[src/rtl/dram_if_pkg.sv]
`timescale 1ns/1ps
// Shared types and constants for the DRAM strobe decoder.
// Assumes two byte lanes of eight bits each.
package dram_if_pkg;
    localparam int LANES  = 2;
    localparam int LANE_W = 8;
    localparam int DATA_W = LANES * LANE_W;

    // Phase of the row-strobe cycle as seen by the controller.
    typedef enum logic [1:0] {
        PH_IDLE = 2'd0,  // row strobe high
        PH_OPEN = 2'd1,  // page open after a plain row-strobe fall
        PH_RFSH = 2'd2   // counter refresh in progress
    } phase_e;
endpackage

[src/rtl/sync_bus.sv]
`timescale 1ns/1ps
// Two-flop synchronizer for a bus of asynchronous inputs.
// Assumes a multi-bit bus is held stable for several clocks around any
// strobe edge, so skew between bits is harmless.
module sync_bus #(
    parameter int        W       = 1,
    parameter logic      RST_VAL = 1'b0
) (
    input  logic         clk,
    input  logic         rst_n,
    input  logic [W-1:0] d,
    output logic [W-1:0] q
);
    logic [W-1:0] meta_q;

    // Two register stages toward the clock domain.
    always_ff @(posedge clk) begin
        if (!rst_n) begin
            meta_q <= {W{RST_VAL}};
            q      <= {W{RST_VAL}};
        end else begin
            meta_q <= d;
            q      <= meta_q;
        end
    end
endmodule

[src/rtl/edge_track.sv]
`timescale 1ns/1ps
// Edge finder for synchronized active-low strobes.
// Assumes its input is already synchronous. Resets to the inactive level,
// so reset release never produces a false edge.
module edge_track #(
    parameter int W = 1
) (
    input  logic         clk,
    input  logic         rst_n,
    input  logic [W-1:0] lvl,
    output logic [W-1:0] fall,
    output logic [W-1:0] rise
);
    logic [W-1:0] prev_q;

    // Keep last cycle's level for the comparison.
    always_ff @(posedge clk) begin
        if (!rst_n) prev_q <= {W{1'b1}};
        else        prev_q <= lvl;
    end

    for (genvar i = 0; i < W; i++) begin : g_bit
        assign fall[i] = prev_q[i] & ~lvl[i];
        assign rise[i] = ~prev_q[i] & lvl[i];
    end
endmodule

[src/rtl/cycle_ctrl.sv]
`timescale 1ns/1ps
// Cycle decoder of the DRAM stand-in.
// Takes the synchronized strobe levels and edges. Decides from the order of
// row and column edges whether a cycle opens a page, refreshes the captured
// row, or refreshes the counter row. Issues array accesses and lane output
// enables.
// Assumes a row and a column edge never land in the same synchronized cycle.
module cycle_ctrl
    import dram_if_pkg::*;
#(
    parameter int ADDR_W   = 13,
    parameter int ROW_BITS = 3,
    parameter int COL_BITS = 3
) (
    input  logic                clk,
    input  logic                rst_n,
    input  logic                ras_fall,
    input  logic                ras_rise,
    input  logic [LANES-1:0]    cas_lvl,
    input  logic [LANES-1:0]    cas_fall,
    input  logic [LANES-1:0]    cas_rise,
    input  logic                we_lvl,
    input  logic                oe_lvl,
    input  logic [ADDR_W-1:0]   addr,
    output logic [ROW_BITS-1:0] acc_row,
    output logic [COL_BITS-1:0] acc_col,
    output logic [LANES-1:0]    wr_lanes,
    output logic                rd_go,
    output logic [LANES-1:0]    lane_en,
    output logic                rfsh_evt,
    output logic                rfsh_cbr,
    output logic [ADDR_W-1:0]   rfsh_row,
    output logic [ADDR_W-1:0]   rfsh_ctr,
    output logic                proto_err
);
    phase_e              phase_q;
    logic [ADDR_W-1:0]   row_q;
    logic [ADDR_W-1:0]   ctr_q;
    logic [LANES-1:0]    armed_q;
    logic                used_q;
    logic                hold_q;
    logic                page_hit;
    logic                all_high;

    assign all_high = &cas_lvl;
    // A column edge inside an open page that is not closing this cycle.
    assign page_hit = (phase_q == PH_OPEN) && !ras_rise && (|cas_fall);

    // Array access requests, taken in the cycle the column edge is seen.
    always_comb begin
        acc_row  = row_q[ROW_BITS-1:0];
        acc_col  = addr[COL_BITS-1:0];
        wr_lanes = (page_hit && !we_lvl) ? ~cas_lvl : '0;
        rd_go    = page_hit && we_lvl;
    end

    // Lane enables: read word held while its strobe and output enable are low.
    for (genvar l = 0; l < LANES; l++) begin : g_en
        assign lane_en[l] = hold_q & ~oe_lvl & ~cas_lvl[l];
    end

    // Phase sequencing, refresh reporting, counter and error flag.
    always_ff @(posedge clk) begin
        if (!rst_n) begin
            phase_q   <= PH_IDLE;
            row_q     <= '0;
            ctr_q     <= '0;
            armed_q   <= '0;
            used_q    <= 1'b0;
            rfsh_evt  <= 1'b0;
            rfsh_cbr  <= 1'b0;
            rfsh_row  <= '0;
            proto_err <= 1'b0;
        end else begin
            rfsh_evt <= 1'b0;
            unique case (phase_q)
                PH_IDLE: begin
                    if (ras_fall) begin
                        armed_q   <= '0;
                        proto_err <= 1'b0;
                        if (!all_high) begin
                            rfsh_evt <= 1'b1;
                            rfsh_cbr <= 1'b1;
                            rfsh_row <= ctr_q;
                            ctr_q    <= ctr_q + 1'b1;
                            phase_q  <= PH_RFSH;
                        end else begin
                            row_q   <= addr;
                            used_q  <= 1'b0;
                            phase_q <= PH_OPEN;
                        end
                    end else begin
                        if (|(cas_rise & armed_q)) proto_err <= 1'b1;
                        armed_q <= (armed_q & ~cas_rise) | cas_fall;
                    end
                end
                PH_OPEN: begin
                    if (ras_rise) begin
                        phase_q <= PH_IDLE;
                        if (!used_q) begin
                            rfsh_evt <= 1'b1;
                            rfsh_cbr <= 1'b0;
                            rfsh_row <= row_q;
                        end
                    end else if (page_hit) begin
                        used_q <= 1'b1;
                    end
                end
                PH_RFSH: begin
                    if (ras_rise) phase_q <= PH_IDLE;
                end
                default: phase_q <= PH_IDLE;
            endcase
        end
    end

    // Read-hold flag: set by a read, cleared by a write or by both strobes high.
    always_ff @(posedge clk) begin
        if (!rst_n)              hold_q <= 1'b0;
        else if (|wr_lanes)      hold_q <= 1'b0;
        else if (rd_go)          hold_q <= 1'b1;
        else if (all_high)       hold_q <= 1'b0;
    end

    assign rfsh_ctr = ctr_q;
endmodule

[src/rtl/store_array.sv]
`timescale 1ns/1ps
// Small register array standing in for the cell matrix.
// One memory per byte lane, each written under its own lane enable. Read
// data is registered on a read request and held until the next read. Clears
// to zero on reset.
module store_array
    import dram_if_pkg::*;
#(
    parameter int ROW_BITS = 3,
    parameter int COL_BITS = 3
) (
    input  logic                clk,
    input  logic                rst_n,
    input  logic [ROW_BITS-1:0] row,
    input  logic [COL_BITS-1:0] col,
    input  logic [LANES-1:0]    wr_lanes,
    input  logic                rd_go,
    input  logic [DATA_W-1:0]   wdata,
    output logic [DATA_W-1:0]   rdata
);
    localparam int IDX_W = ROW_BITS + COL_BITS;
    localparam int DEPTH = 1 << IDX_W;

    logic [IDX_W-1:0] idx;
    assign idx = {row, col};

    for (genvar l = 0; l < LANES; l++) begin : g_lane
        logic [LANE_W-1:0] cell_q [DEPTH];

        // Lane storage: clear on reset, byte write when the lane is enabled.
        always_ff @(posedge clk) begin
            if (!rst_n) begin
                for (int k = 0; k < DEPTH; k++) cell_q[k] <= '0;
            end else if (wr_lanes[l]) begin
                cell_q[idx] <= wdata[l*LANE_W +: LANE_W];
            end
        end

        // Lane read register, loaded on a read request.
        always_ff @(posedge clk) begin
            if (!rst_n)     rdata[l*LANE_W +: LANE_W] <= '0;
            else if (rd_go) rdata[l*LANE_W +: LANE_W] <= cell_q[idx];
        end
    end
endmodule

[src/rtl/dram_strobe_if.sv]
`timescale 1ns/1ps
// Top of the DRAM strobe decoder.
// Synchronizes strobes, address and data; finds strobe edges; decodes the
// cycle type; and drives a small storage array.
// Assumes strobes stay stable for at least three clocks between edges.
module dram_strobe_if
    import dram_if_pkg::*;
#(
    parameter int ADDR_W   = 13,
    parameter int ROW_BITS = 3,
    parameter int COL_BITS = 3
) (
    input  logic              clk,
    input  logic              rst_n,
    input  logic              ras_n,
    input  logic              cas_lo_n,
    input  logic              cas_hi_n,
    input  logic              we_n,
    input  logic              oe_n,
    input  logic [ADDR_W-1:0] addr,
    input  logic [15:0]       din,
    output logic [15:0]       dout,
    output logic [1:0]        dout_en,
    output logic              rfsh_evt,
    output logic              rfsh_cbr,
    output logic [ADDR_W-1:0] rfsh_row,
    output logic [ADDR_W-1:0] rfsh_ctr,
    output logic              proto_err
);
    localparam int STB_W = 5;
    localparam int BUS_W = ADDR_W + DATA_W;

    logic [STB_W-1:0]    stb_s;
    logic [BUS_W-1:0]    bus_s;
    logic                ras_s;
    logic [LANES-1:0]    cas_s;
    logic                we_s;
    logic                oe_s;
    logic [ADDR_W-1:0]   addr_s;
    logic [DATA_W-1:0]   din_s;
    logic [2:0]          fall_v;
    logic [2:0]          rise_v;
    logic [ROW_BITS-1:0] acc_row;
    logic [COL_BITS-1:0] acc_col;
    logic [LANES-1:0]    wr_lanes;
    logic                rd_go;

    sync_bus #(.W(STB_W), .RST_VAL(1'b1)) u_sync_stb (
        .clk(clk), .rst_n(rst_n),
        .d({oe_n, we_n, cas_hi_n, cas_lo_n, ras_n}),
        .q(stb_s)
    );

    sync_bus #(.W(BUS_W), .RST_VAL(1'b0)) u_sync_bus (
        .clk(clk), .rst_n(rst_n),
        .d({din, addr}),
        .q(bus_s)
    );

    assign ras_s  = stb_s[0];
    assign cas_s  = stb_s[2:1];
    assign we_s   = stb_s[3];
    assign oe_s   = stb_s[4];
    assign addr_s = bus_s[ADDR_W-1:0];
    assign din_s  = bus_s[BUS_W-1:ADDR_W];

    edge_track #(.W(3)) u_edges (
        .clk(clk), .rst_n(rst_n),
        .lvl({cas_s, ras_s}),
        .fall(fall_v),
        .rise(rise_v)
    );

    cycle_ctrl #(.ADDR_W(ADDR_W), .ROW_BITS(ROW_BITS), .COL_BITS(COL_BITS)) u_ctrl (
        .clk(clk), .rst_n(rst_n),
        .ras_fall(fall_v[0]), .ras_rise(rise_v[0]),
        .cas_lvl(cas_s), .cas_fall(fall_v[2:1]), .cas_rise(rise_v[2:1]),
        .we_lvl(we_s), .oe_lvl(oe_s), .addr(addr_s),
        .acc_row(acc_row), .acc_col(acc_col),
        .wr_lanes(wr_lanes), .rd_go(rd_go), .lane_en(dout_en),
        .rfsh_evt(rfsh_evt), .rfsh_cbr(rfsh_cbr), .rfsh_row(rfsh_row),
        .rfsh_ctr(rfsh_ctr), .proto_err(proto_err)
    );

    store_array #(.ROW_BITS(ROW_BITS), .COL_BITS(COL_BITS)) u_store (
        .clk(clk), .rst_n(rst_n),
        .row(acc_row), .col(acc_col),
        .wr_lanes(wr_lanes), .rd_go(rd_go),
        .wdata(din_s), .rdata(dout)
    );
endmodule

[config.mk]
export PLATFORM = sky130hd
export DESIGN_NAME = dram_strobe_if
export DESIGN_NICKNAME = d
export VERILOG_FILES = /design/src/rtl/dram_if_pkg.sv /design/src/rtl/sync_bus.sv /design/src/rtl/edge_track.sv /design/src/rtl/cycle_ctrl.sv /design/src/rtl/store_array.sv /design/src/rtl/dram_strobe_if.sv
export SDC_FILE = /design/constraint.sdc
export NUM_CORES = 2
export LEC_CHECK = 0
export BUFFER_PORTS_ARGS = -buffer_cell sky130_fd_sc_hd__buf_2
export CORE_UTILIZATION = 35
export CTS_CLUSTER_SIZE = 30
export DETAILED_ROUTE_END_ITERATION = 10
export GPL_ROUTABILITY_DRIVEN = 0
export MAX_ROUTING_LAYER = met4
export SYNTH_ARGS = -nofsm -noshare
export SYNTH_HDL_FRONTEND = slang
export SYNTH_SLANG_ARGS = --single-unit
[constraint.sdc]
create_clock -name clk -period 2.6 [get_ports clk]
set_clock_uncertainty 0.15 [all_clocks]
set_input_delay 0.26 -clock clk [delete_from_list [all_inputs] [get_ports clk]]
set_output_delay 0.26 -clock clk [all_outputs]
set_load 0.03 [all_outputs]
==> results by group <==
Setup path
  – Top Family by Delay on Critical Path: buffers and inverters
  – Critical Path AT: 3.16 ns
  – CP cell instances: buf_12 -> clkinv_2 -> buf_4 -> buf_4 -> nor2_1 -> a221oi_1 -> o221a_2 -> a31oi_1
  – Crit path max fanout: 10
  – Worst path required time: 3.15 ns
  – Critical Path Start Type: register
  – Most frequent CP cell: buf_4
  – CP max stage delay: 0.55 ns
  – Critical path class: reg -> reg
  – Slowest CP cell: nor2_1
  – CP Capture Type: register
  – WP buf/inv: 4

Cells and area
  – Final Util: 42.7%
  – Nets: 4434
  – Layout cells sized above 1: 23.4%
  – Area grow syn2layout: 20.5%
  – Design area: 0.0633 mm^2
  – Non-Filler Instances: 6508

Detailed routing
  – Final ANT Viol Nets: 0
  – Via count: 35485
  – Vias/cell: 5.45
  – Pre-Repair DR Iteration Count: 6
  – DRC viols: 0
  – Initial DRC count: 4355
  – Post-DR wirelength/cell: 26.1 um
  – WL final: 170 mm

Global route
  – Remaining global-route overflow: 0
  – Vias in the first global route: 34357
  – Global-route total usage across every layer: 22.6%
  – First-pass GRT wire length: 243 mm
  – Largest net degree at the start of global routing: 157
  – Initial antenna violation count: 4

Clock network
  – Max H-tree Level: 3
  – Clock Path Buffers: 3
  – Clk pin slew, worst setup/hold paths: 0.06 ns
  – CTS root buf: clkbuf_16
  – CTS sink count: 1159
  – CTS tree: built
  – Total CTS buffers: 120
  – Skew-Pair Late Insertion Delay: 0.76 ns

Synth
  – Mapped Area: 0.0525 mm^2
  – Sequential area share after synthesis: 63.7%
  – Synth area leader: edfxtp_1
  – Synthesized instance count: 3998
  – Count of state elements after synthesis: 1159
  – Post-synth top area share: 58.5%
  – Synth Net Count: 4037
  – Top-count cell post-synth: and2_1
  – Asr flop ratio synth: 0%
  – Synth Warn #: 0
  – Library cells used by synthesis: 79
  – Post-synth EDFFs: 1024
  – Commonest cells post-synth: and2_1, edfxtp_1, clkbuf_1
  – Primary FF master, synth: edfxtp_1
  – Main area contributors after synthesis: edfxtp_1, and2_1, dfxtp_1
  – Mean Syn Cell Area: 13.1 um^2

Placement
  – HPWL after DPL: 110 mm
  – Placed Cells: 6218
  – Post-DP Area: 0.0583 mm^2
  – Placement Setup Slack: -0.258 ns
  – Port bufs: 82

Worst hold path
  – HP Class: in -> reg

Timing
  – Final Hold Fails: 0
  – Unrepaired setup endpoints after global routing: yes
  – Setup slack after layout: -0.0117 ns
  – Setup violations, final: 1
  – Final Max Slew Viols: 0
  – Tcrit/Tclk final: 100%
  – Slew margin rel.: 40.9%
  – Slew @ Worst Pin: 0.886 ns
  – F_max: 383 MHz
  – Min cycle time layout: 2.61 ns

Pwr
  – Cell Pwr Density: 652 mW/mm^2
  – VDD IR max: 0.000604 V
  – Leak: 23.2 nW
  – Total power: 0.0413 W

Die
  – Initial Util: 35.4%
  – Core area: 0.148 mm^2
  – # IOs: 83
  – Floorplan row count: 141
  – Die Footprint: 0.152 mm^2
  – Die width: 389 um
  – Die H: 389 um

Status
  – Status: complete, but fails checks
  – Failing checks: setup timing

Job
  – Max Cap Violations: 0
## through the flow
step	TNS, ns	hold WS [ns]
finish	-0.0117	0.0703
global route	-0.189	0.0723
CTS	-0.0457	0.0119
detailed placement	-1.33	0.247
global placement	-1.32	0.248
floorplan	-7.87	0.211
## repair_timing
| item | in CTS | in global routing |
|---|---|---|
| pin swaps | 4 | 9 |
| gates resized for setup | 20 | 61 |
| setup endpoints to repair | 32 | 524 |
| buffers inserted | 5 | 14 |
| hold buffers | 35 | 0 |
| gates cloned | 2 | 2 |
| hold endpoints to repair | 36 | 0 |
## where the power goes
group	total, W	leakage [nW]	internal, W	switching [W]
combinational	0.00276	9.57	0.00106	0.00170
clock	0.0175	1.95	0.00987	0.00760
sequential	0.0211	11.7	0.0208	0.000283
## cell families after synthesis
logic type / synth area share (%)
and+or+nand+nor: 16.8
DFF: 63.7
AOI/OAI and AO/OA: 8.87
buffers and inverters: 3.09
muxes: 7.29
xor gates and xnor gates: 0.200
adders and majority gates: 0.0715
## sequential cells by signal (all words and copies together), names as in the netlist
| name | count |
|---|---|
| u_ctrl.armed_q | 2 |
| u_ctrl.phase_q | 2 |
| u_ctrl.row_q | 13 |
| u_ctrl.used_q | 1 |
| u_edges.prev_q | 3 |
| u_ctrl.rfsh_evt | 1 |
| u_store.g_lane.cell_q | 1024 |
| u_sync_bus.meta_q | 29 |
| u_sync_bus.q | 29 |
| u_ctrl.proto_err | 1 |
| u_ctrl.rfsh_cbr | 1 |
| u_sync_stb.q | 5 |
| u_ctrl.rfsh_row | 13 |
| u_store.rdata | 16 |
| u_ctrl.hold_q | 1 |
| u_ctrl.rfsh_ctr | 13 |
| u_sync_stb.meta_q | 5 |
## cells in the final DEF (no fill, tap or decap), types with 13 or more instances in the layout
cell type / instances
and2_1: 1100
edfxtp_1: 1024
buf_4: 408
o21ai_0: 166
nor2_1: 145
mux2i_1: 131
clkbuf_16: 126
nand2_1: 117
dfxtp_1: 116
mux2_2: 101
a221oi_1: 87
buf_2: 81
buf_12: 70
a21oi_1: 68
a22oi_1: 63
mux4_2: 57
o22ai_1: 54
nor2_2: 37
dlygate4sd3_1: 35
clkbuf_1: 32
o21ai_1: 29
a221o_1: 29
a22o_1: 28
nand2b_1: 21
clkinv_2: 19
a31oi_1: 19
a21boi_0: 16
dfxtp_2: 16
o211a_1: 15
clkbuf_8: 15
o2bb2ai_1: 13
## worst min-delay path: cells and delay by family
| kind | cells | cell delay, ns |
|---|---|---|
| AND/OR/NAND/NOR | 1 | 0.08 |
| buffers and inverters | 2 | 0.61 |
## final timing paths
check                                        start  cells past startpoint  slack, ns                               to
setup / recovery        u_sync_bus.q[2]$_SDFF_PN0_                      8      -0.01    u_store.rdata[8]$_SDFFE_PN0P_
hold / removal                                we_n                      3       0.07  u_sync_stb.meta_q[3]$_SDFF_PN1_
setup reg to reg        u_sync_bus.q[2]$_SDFF_PN0_                      8      -0.01    u_store.rdata[8]$_SDFFE_PN0P_
hold reg to reg   u_sync_bus.meta_q[20]$_SDFF_PN0_                      1       0.26      u_sync_bus.q[20]$_SDFF_PN0_
## area by class of cell
class,instances,area [um^2]
Timing Repair Buffer,609,5490
Clock buffer,178,3470
Antenna cell,4,10.0
Fill cell,13489,85100
Multi-Input combinational cell,2494,17800
Inverter,11,45.0
Clock inverter,51,520
Tap cell,2002,2500
Sequential cell,1159,33500
## per-layer routing
layer  wire length, um  GRT usage [%]  vias up
li1                  -              -    15437
met1             70800           30.8    17813
met2             77500           34.1     1923
met3             16500           3.78      312
met4              5270           7.59        0
met5                 0              -        -
Power figures use the tool's default switching activity.
